[src/rtl/uft_pkg.sv]
package uft_pkg;
  localparam int DIV_W    = 16;
  localparam int GAP_W    = 4;
  localparam int MAX_BITS = 8;
  localparam int CNT_BITS = $clog2(MAX_BITS + 1);
  localparam int IDX_W    = $clog2(MAX_BITS);
  localparam int SEG_W    = GAP_W + 2;

  typedef struct packed {
    logic [DIV_W-1:0] divisor;
    logic [1:0]       len_code;
    logic [1:0]       par_code;
    logic [1:0]       stop_code;
    logic             msb_first;
    logic [GAP_W-1:0] gap;
  } frame_cfg_t;

  typedef enum logic [2:0] {
    ST_IDLE, ST_START, ST_DATA, ST_PAR, ST_STOP, ST_GAP
  } tx_state_t;

  // number of data bits sent for a length code
  function automatic logic [CNT_BITS-1:0] data_count(input logic [1:0] code);
    return CNT_BITS'(MAX_BITS - int'(code));
  endfunction

  // half-bit period in clocks, never below one
  function automatic logic [DIV_W-1:0] half_len_of(input logic [DIV_W-1:0] d);
    logic [DIV_W-1:0] h;
    h = d >> 1;
    return (h == '0) ? DIV_W'(1) : h;
  endfunction

  function automatic logic parity_on(input logic [1:0] code);
    return (code == 2'd1) || (code == 2'd2);
  endfunction

  // parity over the first n bits; odd selects odd parity
  function automatic logic parity_of(input logic [MAX_BITS-1:0] w,
                                     input logic [CNT_BITS-1:0] n,
                                     input logic odd);
    logic p;
    p = odd;
    for (int i = 0; i < MAX_BITS; i++) begin
      if (i < int'(n)) p = p ^ w[IDX_W'(i)];
    end
    return p;
  endfunction

  // place the bits so that bit 0 always leaves first
  function automatic logic [MAX_BITS-1:0] order_bits(input logic [MAX_BITS-1:0] w,
                                                     input logic [CNT_BITS-1:0] n,
                                                     input logic msb);
    logic [MAX_BITS-1:0] o;
    o = '0;
    for (int i = 0; i < MAX_BITS; i++) begin
      if (i < int'(n)) begin
        if (msb) o[IDX_W'(i)] = w[IDX_W'(int'(n) - 1 - i)];
        else     o[IDX_W'(i)] = w[IDX_W'(i)];
      end
    end
    return o;
  endfunction

  // stop interval length in half-bit ticks
  function automatic logic [SEG_W-1:0] stop_halves(input logic [1:0] code);
    case (code)
      2'd0:    return SEG_W'(2);
      2'd1:    return SEG_W'(3);
      default: return SEG_W'(4);
    endcase
  endfunction
endpackage

[src/rtl/uft_half_tick.sv]
module uft_half_tick import uft_pkg::*; #(
  parameter int CNT_W = DIV_W
) (
  input  logic             clk,
  input  logic             rst_n,
  input  logic             run,
  input  logic [CNT_W-1:0] half_len,
  output logic             half_tick
);
  logic [CNT_W-1:0] cnt;

  assign half_tick = run && (cnt == half_len - CNT_W'(1));

  always_ff @(posedge clk or negedge rst_n) begin
    if (!rst_n)         cnt <= '0;
    else if (!run)      cnt <= '0;
    else if (half_tick) cnt <= '0;
    else                cnt <= cnt + CNT_W'(1);
  end

  // the counter never runs past the half-bit period
  a_r7_cnt_bound: assert property (@(posedge clk) disable iff (!rst_n)
    run |-> (cnt < half_len));

  // a tick is followed by a counter restart
  a_r7_tick_restart: assert property (@(posedge clk) disable iff (!rst_n)
    (half_tick && run) |=> (cnt == '0));
endmodule

[src/rtl/uft_serializer.sv]
module uft_serializer import uft_pkg::*; (
  input  logic                clk,
  input  logic                rst_n,
  input  logic                accept,
  input  logic [MAX_BITS-1:0] word,
  input  frame_cfg_t          cfg_in,
  input  logic                half_tick,
  output logic                line,
  output logic                run,
  output logic                in_frame,
  output logic                idle,
  output logic [DIV_W-1:0]    half_len,
  output logic                seg_done
);
  tx_state_t            state;
  frame_cfg_t           cfg_q;
  logic [SEG_W-1:0]     seg_half;
  logic [SEG_W-1:0]     seg_len;
  logic [CNT_BITS-1:0]  bit_idx;
  logic [CNT_BITS-1:0]  nbits;
  logic [MAX_BITS-1:0]  shreg;
  logic                 par_q;
  logic [CNT_BITS-1:0]  in_nbits;

  assign in_nbits = data_count(cfg_in.len_code);
  assign nbits    = data_count(cfg_q.len_code);
  assign half_len = half_len_of(cfg_q.divisor);

  always_comb begin
    case (state)
      ST_STOP: seg_len = stop_halves(cfg_q.stop_code);
      ST_GAP:  seg_len = {cfg_q.gap, 1'b0};
      default: seg_len = SEG_W'(2);
    endcase
  end

  assign seg_done = half_tick && (seg_half == seg_len - SEG_W'(1));

  always_ff @(posedge clk or negedge rst_n) begin
    if (!rst_n) begin
      state    <= ST_IDLE;
      cfg_q    <= '0;
      seg_half <= '0;
      bit_idx  <= '0;
      shreg    <= '0;
      par_q    <= 1'b0;
    end else if (accept && state == ST_IDLE) begin
      cfg_q    <= cfg_in;
      shreg    <= order_bits(word, in_nbits, cfg_in.msb_first);
      par_q    <= parity_of(word, in_nbits, cfg_in.par_code == 2'd2);
      seg_half <= '0;
      bit_idx  <= '0;
      state    <= ST_START;
    end else if (half_tick) begin
      if (!seg_done) begin
        seg_half <= seg_half + SEG_W'(1);
      end else begin
        seg_half <= '0;
        case (state)
          ST_START: state <= ST_DATA;
          ST_DATA: begin
            shreg <= shreg >> 1;
            if (bit_idx == nbits - CNT_BITS'(1)) begin
              bit_idx <= '0;
              state   <= parity_on(cfg_q.par_code) ? ST_PAR : ST_STOP;
            end else begin
              bit_idx <= bit_idx + CNT_BITS'(1);
            end
          end
          ST_PAR:  state <= ST_STOP;
          ST_STOP: state <= (cfg_q.gap == '0) ? ST_IDLE : ST_GAP;
          ST_GAP:  state <= ST_IDLE;
          default: state <= ST_IDLE;
        endcase
      end
    end
  end

  always_comb begin
    case (state)
      ST_START: line = 1'b0;
      ST_DATA:  line = shreg[0];
      ST_PAR:   line = par_q;
      default:  line = 1'b1;
    endcase
  end

  assign idle     = (state == ST_IDLE);
  assign run      = !idle;
  assign in_frame = (state != ST_IDLE) && (state != ST_GAP);

  // captured settings hold for the whole frame and gap
  a_r9_cfg_hold: assert property (@(posedge clk) disable iff (!rst_n)
    (run && $past(run)) |-> $stable(cfg_q));

  // acceptance starts a frame with a low start bit
  a_r2_start_low: assert property (@(posedge clk) disable iff (!rst_n)
    (accept && idle) |=> (state == ST_START && !line));

  // a parity slot only occurs when parity is enabled
  a_r4_par_enabled: assert property (@(posedge clk) disable iff (!rst_n)
    (state == ST_PAR) |-> parity_on(cfg_q.par_code));

  // the bit index stays below the selected data length
  a_r3_idx_bound: assert property (@(posedge clk) disable iff (!rst_n)
    (state == ST_DATA) |-> (bit_idx < nbits));

  // the gap state is only entered with a nonzero gap
  a_r8_gap_nonzero: assert property (@(posedge clk) disable iff (!rst_n)
    (state == ST_GAP) |-> (cfg_q.gap != '0));
endmodule

[src/rtl/uart_frame_tx.sv]
module uart_frame_tx import uft_pkg::*; (
  input  logic                clk,
  input  logic                rst_n,
  input  logic [DIV_W-1:0]    cfg_divisor,
  input  logic [1:0]          cfg_len,
  input  logic [1:0]          cfg_parity,
  input  logic [1:0]          cfg_stop,
  input  logic                cfg_msb_first,
  input  logic [GAP_W-1:0]    cfg_gap,
  input  logic                in_valid,
  input  logic [MAX_BITS-1:0] in_data,
  output logic                in_ready,
  output logic                tx_line,
  output logic                busy
);
  frame_cfg_t       cfg_in;
  logic             accept;
  logic             half_tick;
  logic             run;
  logic             in_frame;
  logic             idle;
  logic             seg_done;
  logic [DIV_W-1:0] half_len;

  assign cfg_in = '{divisor:   cfg_divisor,
                    len_code:  cfg_len,
                    par_code:  cfg_parity,
                    stop_code: cfg_stop,
                    msb_first: cfg_msb_first,
                    gap:       cfg_gap};

  assign accept = in_valid && idle;

  uft_half_tick #(.CNT_W(DIV_W)) tick_i (
    .clk       (clk),
    .rst_n     (rst_n),
    .run       (run),
    .half_len  (half_len),
    .half_tick (half_tick)
  );

  uft_serializer ser_i (
    .clk       (clk),
    .rst_n     (rst_n),
    .accept    (accept),
    .word      (in_data),
    .cfg_in    (cfg_in),
    .half_tick (half_tick),
    .line      (tx_line),
    .run       (run),
    .in_frame  (in_frame),
    .idle      (idle),
    .half_len  (half_len),
    .seg_done  (seg_done)
  );

  assign in_ready = idle;
  assign busy     = in_frame;

  // an idle block holds the line high
  a_r1_idle_high: assert property (@(posedge clk) disable iff (!rst_n)
    in_ready |-> tx_line);

  // busy and ready are never both high
  a_r8_busy_excl: assert property (@(posedge clk) disable iff (!rst_n)
    busy |-> !in_ready);

  // a word offered while not ready leaves the block not ready
  a_r9_no_accept_busy: assert property (@(posedge clk) disable iff (!rst_n)
    (in_valid && !in_ready && !seg_done) |=> !in_ready);
endmodule

[config.mk]
export PLATFORM = sky130hd
export DESIGN_NAME = uart_frame_tx
export DESIGN_NICKNAME = d
export VERILOG_FILES = /design/src/rtl/uft_pkg.sv /design/src/rtl/uft_half_tick.sv /design/src/rtl/uft_serializer.sv /design/src/rtl/uart_frame_tx.sv
export SDC_FILE = /design/constraint.sdc
export NUM_CORES = 1
export LEC_CHECK = 0
export ABC_AREA = 1
export ABC_CLOCK_PERIOD_IN_PS = 2880
export BUFFER_PORTS_ARGS = -buffer_cell sky130_fd_sc_hd__buf_2
export CORE_ASPECT_RATIO = 1.25
export CORE_MARGIN = 2
export CORE_UTILIZATION = 50
export DETAILED_ROUTE_END_ITERATION = 12
export PLACE_DENSITY_LB_ADDON = 0.25
export SYNTH_ARGS = -nofsm -noshare
export SYNTH_HDL_FRONTEND = slang
export SYNTH_SLANG_ARGS = --single-unit
export TNS_END_PERCENT = 5
[constraint.sdc]
create_clock -name clk -period 2.88 [get_ports clk]
set_input_delay 0.576 -clock clk [delete_from_list [all_inputs] [get_ports clk]]
set_output_delay 0.576 -clock clk [all_outputs]
set_load 0.1 [all_outputs]
# Word-level counts from Yosys, hierarchy flattened

Cells that the tools add are included.

Flip-flop bits (word level): 64
Logic and storage cells: 126

Add/sub/neg operators: 12
Magnitude comparators: 12
Equal/unequal tests: 14
Mux-type cells: 56
Bitwise gates (word level): 4
Reduce and logical (&&, ||, !) cells: 17

Operator list:

| kind                                                        | number |
|---|---|
| two-way mux 16 bit                                          | 2 |
| two-way mux 8 bit                                           | 4 |
| two-way mux 1 bit                                           | 27 |
| less-than comparator 3 x 5 -> 1 bit (second input constant) | 4 |
| two-way mux 4 bit                                           | 5 |
| two-way mux 3 bit                                           | 6 |
| two-way mux 6 bit                                           | 3 |
| adder 16 x 1 -> 16 bit (second input constant)              | 1 |
| == test 16 bit                                              | 1 |
| logical NOT 16 bit                                          | 1 |
| less-than comparator 3 x 4 -> 1 bit (first input constant)  | 4 |
| subtractor 16 x 1 -> 16 bit (second input constant)         | 1 |
| two-way mux 15 bit                                          | 1 |
| binary-select mux 1 bit (select 3 bit)                      | 4 |
| case mux 3 bit (4 select lines)                             | 1 |
| case mux 5 bit (2 select lines)                             | 1 |
| less-than comparator 1 x 4 -> 1 bit (first input constant)  | 2 |
| less-than comparator 2 x 4 -> 1 bit (first input constant)  | 2 |
| subtractor 4 x 2 -> 4 bit (first input constant)            | 2 |
| adder 6 x 1 -> 6 bit (second input constant)                | 1 |
| == test 3 x 2 -> 1 bit (second input constant)              | 2 |
| == test 3 bit (second input constant)                       | 2 |
| == test 6 bit                                               | 1 |
| case mux 3 bit (2 select lines)                             | 1 |
| 23 further kinds                                            | 36 |

# Depth between registers and ports, before layout

Gate-level depths: netlist of the first run.

Depth in word-level cells: 16
Depth in mapped cells: 22
Depth with buffers taken out: 21

# Hierarchy

Synthesis of the first run repeated with hierarchy kept, for this count alone.

Cell total of the unflattened synthesis: 635
Area, all modules: 4,455.5 um^2

Modules (own cells, without submodules):

| module         | times used | cells each | area an instance (um^2) | seq. area each (um^2) |
|---|---|---|---|---|
| uft_serializer | 1          | 372        | 2,668.8                 | 1,076.0 |
| uft_half_tick  | 1          | 261        | 1,779.2                 | 400.4 |
| uart_frame_tx  | 1          | 2          | 7.5                     | 0.0 |

# Worst setup path after synthesis of the first run

OpenSTA, ideal clock, no wires.

Path kind: reg2out
From: register ser_i.state[0]
To: output port busy
Arrival time: 2.965 ns
Path slack: -0.661 ns
Stages on the path, launching flop included: 5
Path buffers: 0
Cell sequence: dfrtp_1 > inv_2 > nand2_1 > nor2_1 > nor2_1

Word-level cells in the longest chain between the ends: 2
Elaborated cells between the ends (all ways): 3
Classes of those cells: eq/ne (1); reduce/logical (2)

RTL lines:

| element                                                            | RTL line             | RTL |
|---|---|---|
| start, declared                                                    | uft_serializer.sv:15 | `tx_state_t state;` |
| start signal, assigned                                             | uft_serializer.sv:65 | `state <= parity_on(cfg_q.par_code) ? ST_PAR : ST_STOP;` |
| start signal, assigned                                             | uft_serializer.sv:71 | `ST_STOP: state <= (cfg_q.gap == '0) ? ST_IDLE : ST_GAP;` |
| inequality test 3 bit / nonzero test 3 bit (equally long branches) | uft_serializer.sv:90 | `assign in_frame = (state != ST_IDLE) && (state != ST_GAP);` |
| logical AND 1 bit (*)                                              | uft_serializer.sv:90 |  |
| end, declared                                                      | uart_frame_tx.sv:14  | `output logic busy` |

Mark *: on every way between the ends. The rest lies on a longest branch, timed or not.

# Worst setup path after layout of the first run

From: register ser_i.cfg_q[20] in the netlist's numbering
To: register ser_i.seg_half[0]

Word-level cells in the longest chain between the ends: 9
Elaborated cells between the ends (all ways): 10
Classes of those cells: add/sub (1); eq/ne (1); mux (4); reduce/logical (4)

RTL lines:

| element                         | RTL line             | RTL |
|---|---|---|
| start, declared                 | uft_serializer.sv:16 | `frame_cfg_t cfg_q;` |
| start signal, assigned          | uft_serializer.sv:48 | `cfg_q <= cfg_in;` |
| logical NOT 16 bit              | uft_pkg.sv:31        | `return (h == '0) ? DIV_W'(1) : h;` |
| two-way mux 15 bit (*)          | uft_pkg.sv:31        |  |
| subtractor 16 x 1 -> 16 bit (*) | uft_half_tick.sv:12  | `assign half_tick = run && (cnt == half_len - CNT_W'(1));` |
| == test 16 bit (*)              | uft_half_tick.sv:12  |  |
| logical AND 1 bit (*)           | uft_half_tick.sv:12  |  |
| logical AND 1 bit               | uft_serializer.sv:37 | `assign seg_done = half_tick && (seg_half == seg_len - SEG_W'(1));` |
| two-way mux 6 bit               | uft_serializer.sv:55 | `if (!seg_done) begin` |
| two-way mux 6 bit               | uft_serializer.sv:54 | `end else if (half_tick) begin` |
| two-way mux 6 bit               | uft_serializer.sv:47 | `end else if (accept && state == ST_IDLE) begin` |
| end signal, assigned            | uft_serializer.sv:56 | `seg_half <= seg_half + SEG_W'(1);` |
| end, declared                   | uft_serializer.sv:17 | `logic [SEG_W-1:0] seg_half;` |

Mark *: on every way between the ends. The rest lies on a longest branch, timed or not. The select of a mux whose other input is x is not followed.
A chain may end at the register's enable or synchronous reset.

==> flow_summary.ini, run 1 <==
[outcome]
outcome = finished clean

[detailed_routing]
vias = 3839
ant_nets = 0
wl_um = 9771
viasPerCell = 5.288
drc_errors = 0
avgRoutedWirePerCell_um = 13.46
drtPass1Iterations = 7
drtIter0Drc = 209

[placed_design]
dpl.cell_count = 703
dp_hpwl_um = 7323
pre_cts_slack_ns = 0.04525
place.gp.congestion = 0.9378
io_buffers = 39
place_area_um2 = 4518

[worst_setup_path]
setup.worst_path.class = flop to flop
crit_chain = nor2_4, nand2_2, nor2_4, nand2_2, nand2_2, inv_2, ha_4, nand2_4, xor2_1, inv_1, nand2_1, nand2_1, inv_1, nand3_4, nor3_4, buf_4, nand4_1, nand2_1, nand2_1, inv_1
cp-end-kind = flop
cp_max_fo = 4
critPathTopFamily = simple AND/OR/NAND/NOR gates
worstPathRequired_ns = 3.18
critical_path_arrival_ns = 2.95
crit_top_cell = nand2_1
crit_buf_inv = 5
critPathLaunchType = flop
ff2ff_setup_slack_ns = 0.23
cp_slowest_cell = dfrtp_2
slowest_delay_ns = 0.44

[clock_tree]
cts_max_level = 3
clock_latency_ns = 0.36
cts.path.max_buffers = 2
cts_sinks = 59
numCtsBuffers = 9
cts_tree = done
clk_pin_slew_ns = 0.07
root_buffer = clkbuf_8

[logic_synthesis]
synth_edf_count = 0
synth_nets = 609
ys_seq_area_share_pct = 35.94
avgSynthCellArea_um2 = 7.322
synth_cell_types = 42
async_flop_share_pct = 100.0
synth_cells = 561
ys_ff_latch = 59
yosys_warnings = 0
syn_area_um2 = 4108
synthFlopType = dfrtp_1

[min_path]
min_path_type = input port to asynchronous set/reset pin

[timing]
maxSlewViolCount = 0
maxSlewHeadroom_pct = 41.10
worst_slack_ns = 0.2318
skew_ns = 0.01162
setup_violations = 0
final_hold_viol_count = 0
worstMarginPinSlew_ns = 0.8835
max_freq_ghz = 0.3776
fin_crit_ns = 2.648
fin_crit_sh_pct = 91.95
setup_tns_ns = 0

[grt]
grt_overflow = 0
first_global_vias = 3851
grt_pass1_wl_um = 16850
antenna_found_initial = 0
grt_max_degree = 41
grtUsageTotal_pct = 23.42

[floorplan]
io_pins = 41
die_x_um = 85.07
initial_core_util_pct = 52.11
coreArea_um2 = 7883
rows = 36
die-area_um2 = 8961
die_h_um = 105.3

[layout]
final_cell_area_um2 = 4808
antenna_cells = 0
layout-drive-gt1-share_pct = 21.24
nets = 674
layout.cells.non_filler = 726
syn_to_final_growth_pct = 17.06

[pwr]
power_mw = 1.616
power.leakage_nw = 2.495
power_density_nw_per_um2 = 336.0
peakVddDrop_mv = 0.2069

[flow_run]
cap_violations = 0
metal layers:
layer / vias to the layer above / GRT usage, % / routed length (um)
met1: 1783 / 26.86 / 4015
met3: 27 / 5.247 / 440
li1: 1938 / - / -
met5: - / 0 / 0
met2: 91 / 40.23 / 4979
met4: 0 / 12.13 / 335
worst register-to-register path, delay by kind of cell (launching register included):
family                   cells  cell delay (ns)
flip-flops                   1             0.44
XOR/XNOR                     1             0.19
AND/OR/NAND/NOR             13             1.34
buffers and inverters        5             0.42
adder cells (fa/ha/maj)      1             0.18
cell usage after synthesis, drive strengths merged, types with 3 or more instances:
library cell	instances	area (um^2)
a21oi	4	20.02
buf	6	46.29
clkbuf	6	22.52
dfrtp	59	1476
ha	10	125.1
inv	63	236.5
nand2	160	638.1
nand3	63	357.8
nand3b	3	22.52
nand4	12	87.58
nor2	66	305.3
nor3	9	56.31
nor3b	4	30.03
o21ai	38	201.5
o22ai	3	18.77
xnor2	13	113.9
xor2	25	219.0
final timing paths:
kind,start,end,cells past startpoint
max in group asynchronous,rst_n,ser_i.par_q$_DFFE_PN0P_,2
setup reg to reg,ser_i.cfg_q[20]$_DFFE_PN0P_,ser_i.seg_half[0]$_DFFE_PN0P_,20
hold reg to reg,ser_i.shreg[3]$_DFFE_PN0P_,ser_i.shreg[3]$_DFFE_PN0P_,2
min in group clk,cfg_divisor[13],ser_i.cfg_q[24]$_DFFE_PN0P_,3
hold / removal,rst_n,tick_i.cnt[5]$_DFF_PN0_,1
setup / recovery,ser_i.cfg_q[20]$_DFFE_PN0P_,ser_i.seg_half[0]$_DFFE_PN0P_,20
power by group:
part	leakage (nW)	total [mW]	switching, mW	internal (mW)
sequential	0.731	0.829	0	0.829
clock	0.0905	0.698	0.340	0.357
combinational	1.67	0.0893	0.0531	0.0362
cell families (layout without fill, tap and decap cells):
group,after synthesis,count (layout),share of synthesized area [%]
xor+xnor,38,38,8.102
mux,2,2,0.4874
compound gates,56,56,7.920
flops,59,59,35.94
simple gates,321,321,37.07
buf+inv,75,145,7.432
fa+ha+maj,10,10,3.046
placed cells by master, fill, tap and decap left out, types with 3 or more instances in the layout:
| cell type | Yosys | routed |
|---|---|---|
| nand2_1 | 147 | 146 |
| inv_1 | 59 | 58 |
| dfrtp_1 | 59 | 57 |
| nand3_1 | 56 | 56 |
| nor2_1 | 55 | 51 |
| buf_2 | 1 | 39 |
| o21ai_0 | 33 | 32 |
| buf_4 | 0 | 26 |
| xor2_1 | 25 | 24 |
| nand2_2 | 12 | 12 |
| xnor2_1 | 13 | 12 |
| clkbuf_8 | 0 | 11 |
| nand4_1 | 10 | 10 |
| ha_1 | 10 | 9 |
| nor2_2 | 5 | 8 |
| nor3_1 | 8 | 8 |
| nor2_4 | 6 | 7 |
| nand3_2 | 6 | 6 |
| inv_2 | 4 | 5 |
| nor3b_1 | 4 | 4 |
| a21oi_1 | 4 | 4 |
| nand3b_1 | 3 | 3 |
| o21ai_2 | 3 | 3 |
| o21ai_1 | 2 | 3 |
| clkbuf_1 | 6 | 3 |
registers in the layout, summed over array words and instances, names as in the netlist:
| name | cells |
|---|---|
| ser_i.cfg_q | 25 |
| tick_i.cnt | 16 |
| ser_i.seg_half | 6 |
| ser_i.bit_idx | 4 |
| ser_i.shreg | 4 |
| ser_i.state | 3 |
| ser_i.par_q | 1 |
cell type report:
class,count,area [um^2]
timing repair buffer,66,410.4
multi-input combinational,427,2391
sequential,59,1479
clock buffer,14,162.7
fill,678,3074
inverter,63,236.5
tap,95,118.9
clock inverter,2,10.01
repair_timing:
action / 4_1_cts / 5_1_grt
endpoints found under the setup margin: 0 / 32
resized for setup: 0 / 16
hold buffers: 0 / 0
buffers inserted: 0 / 7
metrics by stage:
| step | hold WS [ns] | util, % |
|---|---|---|
| final | 0.3314 | 61.00 |
| after CTS | 0.3607 | 59.51 |
| after global routing | 0.4135 | 61.00 |
| after floorplan | 0.2804 | - |
| after detailed placement | 0.4886 | 57.32 |
| after global placement | 0.4816 | 57.32 |
Power figures use the tool's default switching activity.
==> run 2, diff against run 1 <==
--- a/config.mk
+++ b/config.mk
@@ -6,13 +6,15 @@
 export NUM_CORES = 1
 export LEC_CHECK = 0
 export ABC_AREA = 1
-export ABC_CLOCK_PERIOD_IN_PS = 2880
+export ABC_CLOCK_PERIOD_IN_PS = 2300
 export BUFFER_PORTS_ARGS = -buffer_cell sky130_fd_sc_hd__buf_2
 export CORE_ASPECT_RATIO = 1.25
 export CORE_MARGIN = 2
 export CORE_UTILIZATION = 50
 export DETAILED_ROUTE_END_ITERATION = 12
+export GPL_ROUTABILITY_DRIVEN = 0
 export PLACE_DENSITY_LB_ADDON = 0.25
+export SLEW_MARGIN = 5
 export SYNTH_ARGS = -nofsm -noshare
 export SYNTH_HDL_FRONTEND = slang
 export SYNTH_SLANG_ARGS = --single-unit
==> constraint.sdc (replaced) <==
create_clock -name clk -period 2.3 [get_ports clk]
set_input_delay 0.46 -clock clk [delete_from_list [all_inputs] [get_ports clk]]
set_output_delay 0.46 -clock clk [all_outputs]
set_load 0.1 [all_outputs]
==> flow_summary.ini, run 2 (synthesis gave the netlist of run 1 again) <==
[pwr]
power.leakage_nw = 2.630
swShare_pct = 24.06
power_density_nw_per_um2 = 393.1
clkPwrFrac_pct = 42.3
peakVddDrop_mv = 0.3909
p_switching_mw = 0.4803
intPower_mw = 1.516
combPwrFrac_pct = 5.8
p_seq_share_pct = 52.0

[timing]
final_hold_viol_count = 0
fin_hold_ws_ns = 0.09979
worstMarginPinSlew_ns = 0.5702
rsz0062_at_grt = yes
worst_slack_ns = -0.2845
skew_ns = 0.009494
fin_crit_ns = 2.585
maxSlewViolCount = 0
setup_violations = 33
maxSlewHeadroom_pct = 61.98
max_freq_ghz = 0.3869
fin_crit_sh_pct = 112.4

[floorplan]
rows = 36
initial_core_util_pct = 52.11
coreArea_um2 = 7883
io_pins = 41
die-area_um2 = 8961
die_h_um = 105.3
die_x_um = 85.07

[worst_setup_path]
cp-end-kind = flop
setup.worst_path.class = flop to flop
cp-startpoint = ser_i.cfg_q[20]$_DFFE_PN0P_
cp_max_fo = 7
critPathLaunchType = flop
r2r_start = ser_i.cfg_q[20]$_DFFE_PN0P_
critical_path_arrival_ns = 2.88
worstPathRequired_ns = 2.59

[detailed_routing]
drc_errors = 0
drtPass1Iterations = 5
vias = 4031
wl_um = 10240
avgRoutedWirePerCell_um = 13.62
ant_nets = 0
viasPerCell = 5.360
drtIter0Drc = 191

[clock_tree]
clk_pin_slew_ns = 0.07
cts.path.max_buffers = 2
cts_max_level = 3
cts_tree = done
clock_latency_ns = 0.35
root_buffer = clkbuf_8
cts_sinks = 59
numCtsBuffers = 9

[grt]
grtUsageTotal_pct = 23.98
grt_max_degree = 41
antenna_found_initial = 0
grt_overflow = 0
grt_pass1_wl_um = 17220
first_global_vias = 3972

[flow_run]
cap_violations = 0

[layout]
nets = 702
final_cell_mix = 142 x nand2_1, 58 x dfrtp_1, 57 x inv_1
largest_register_ffs = 25
layout.area.seq_um2 = 1478
fill_cells = 668
syn_to_final_growth_pct = 23.61
final_common_cell = nand2_1
top_regs = ser_i.cfg_q: 25 flops, tick_i.cnt: 16 flops, ser_i.seg_half: 6 flops
multi_input_area_um2 = 2437
regMostFlops = ser_i.cfg_q
antenna_cells = 0
final_cell_area_um2 = 5077
layout-drive-gt1-share_pct = 25.88

[placed_design]
io_buffers = 39
place_area_um2 = 4775
dp_hpwl_um = 7673

[min_path]
min_path_type = input port to asynchronous set/reset pin

[outcome]
outcome = finished with violations
failed_checks = setup timing
[run 2: worst paths after layout]
check | endpoint | slack, ns | cells past startpoint
setup / recovery | ser_i.seg_half[0]$_DFFE_PN0P_ | -0.28 | 20
hold reg to reg | ser_i.shreg[1]$_DFFE_PN0P_ | 0.51 | 2
max in group asynchronous | ser_i.par_q$_DFFE_PN0P_ | 1.60 | 2
setup reg to reg | ser_i.seg_half[0]$_DFFE_PN0P_ | -0.28 | 20
hold / removal | tick_i.cnt[6]$_DFF_PN0_ | 0.1 | 1
min in group clk | ser_i.cfg_q[25]$_DFFE_PN0P_ | 0.31 | 3
[run 2: power by group through the flow]
stage	logic (mW)	clock network, mW	registers, mW
finish	0.115	0.843	1.04
global placement	0.112	0	1.06
CTS	0.116	0.861	1.04
floorplan	0.0455	0	1.06
detailed placement	0.115	0	1.06
global route	0.131	0.908	1.04
[run 2: cell type report]
type	instances	share of cell area, %
tap	95	2.341
timing repair buffer	94	12.62
multi-input combinational	427	48.00
sequential	59	29.10
clock inverter	3	0.2957
clock buffer	11	2.982
inverter	63	4.657
[run 2: what timing repair did]
| item | CTS | global route |
|---|---|---|
| hold buffers | 0 | 0 |
| setup buffers | 1 | 3 |
| gates resized for setup | 18 | 8 |
| setup endpoints to repair | 33 | 33 |
| pin swaps | 18 | 18 |
| hold endpoints to repair | 0 | 0 |
[run 2: layer usage]
metal	track usage, %	part of all wire (%)	vias up
met4	10.43	3.2	0
met3	5.717	4.0	30
met2	42.35	52	93
li1	-	-	1995
met5	0	0	-
met1	27.14	41	1913
[run 2: per-stage QoR]
step | worst slack, ns | TNS, ns | utilization, % | power [mW] | std cells
2_1_floorplan | -0.2411 | -5.939 | - | 1.103 | 561
3_5_place_dp | -0.3953 | -11.05 | 60.57 | 1.172 | 734
4_1_cts | -0.2631 | -6.464 | 63.75 | 2.015 | 749
5_1_grt | -0.4713 | -12.23 | 64.41 | 2.075 | 752
3_3_place_gp | -0.3655 | -9.505 | 60.57 | 1.169 | 734
6_report | -0.2845 | -6.409 | 64.41 | 1.996 | 752
[run 2: critical path: stages (launching register included)]
cell and delay (ns):
dfrtp_1 0.40, nor2_4 0.06, nand2_2 0.09, nor2_4 0.05
nand2_2 0.07, nand2_2 0.06, inv_2 0.06, ha_4 0.17
nand2_4 0.08, nor2_4 0.22, nand3b_1 0.13, nand2_2 0.10
nand2_2 0.05, nor2_2 0.09, nand3_2 0.10, nor3_4 0.24
buf_4 0.15, nand4_1 0.19, nand2_1 0.13, nand2_1 0.06
inv_1 0.04
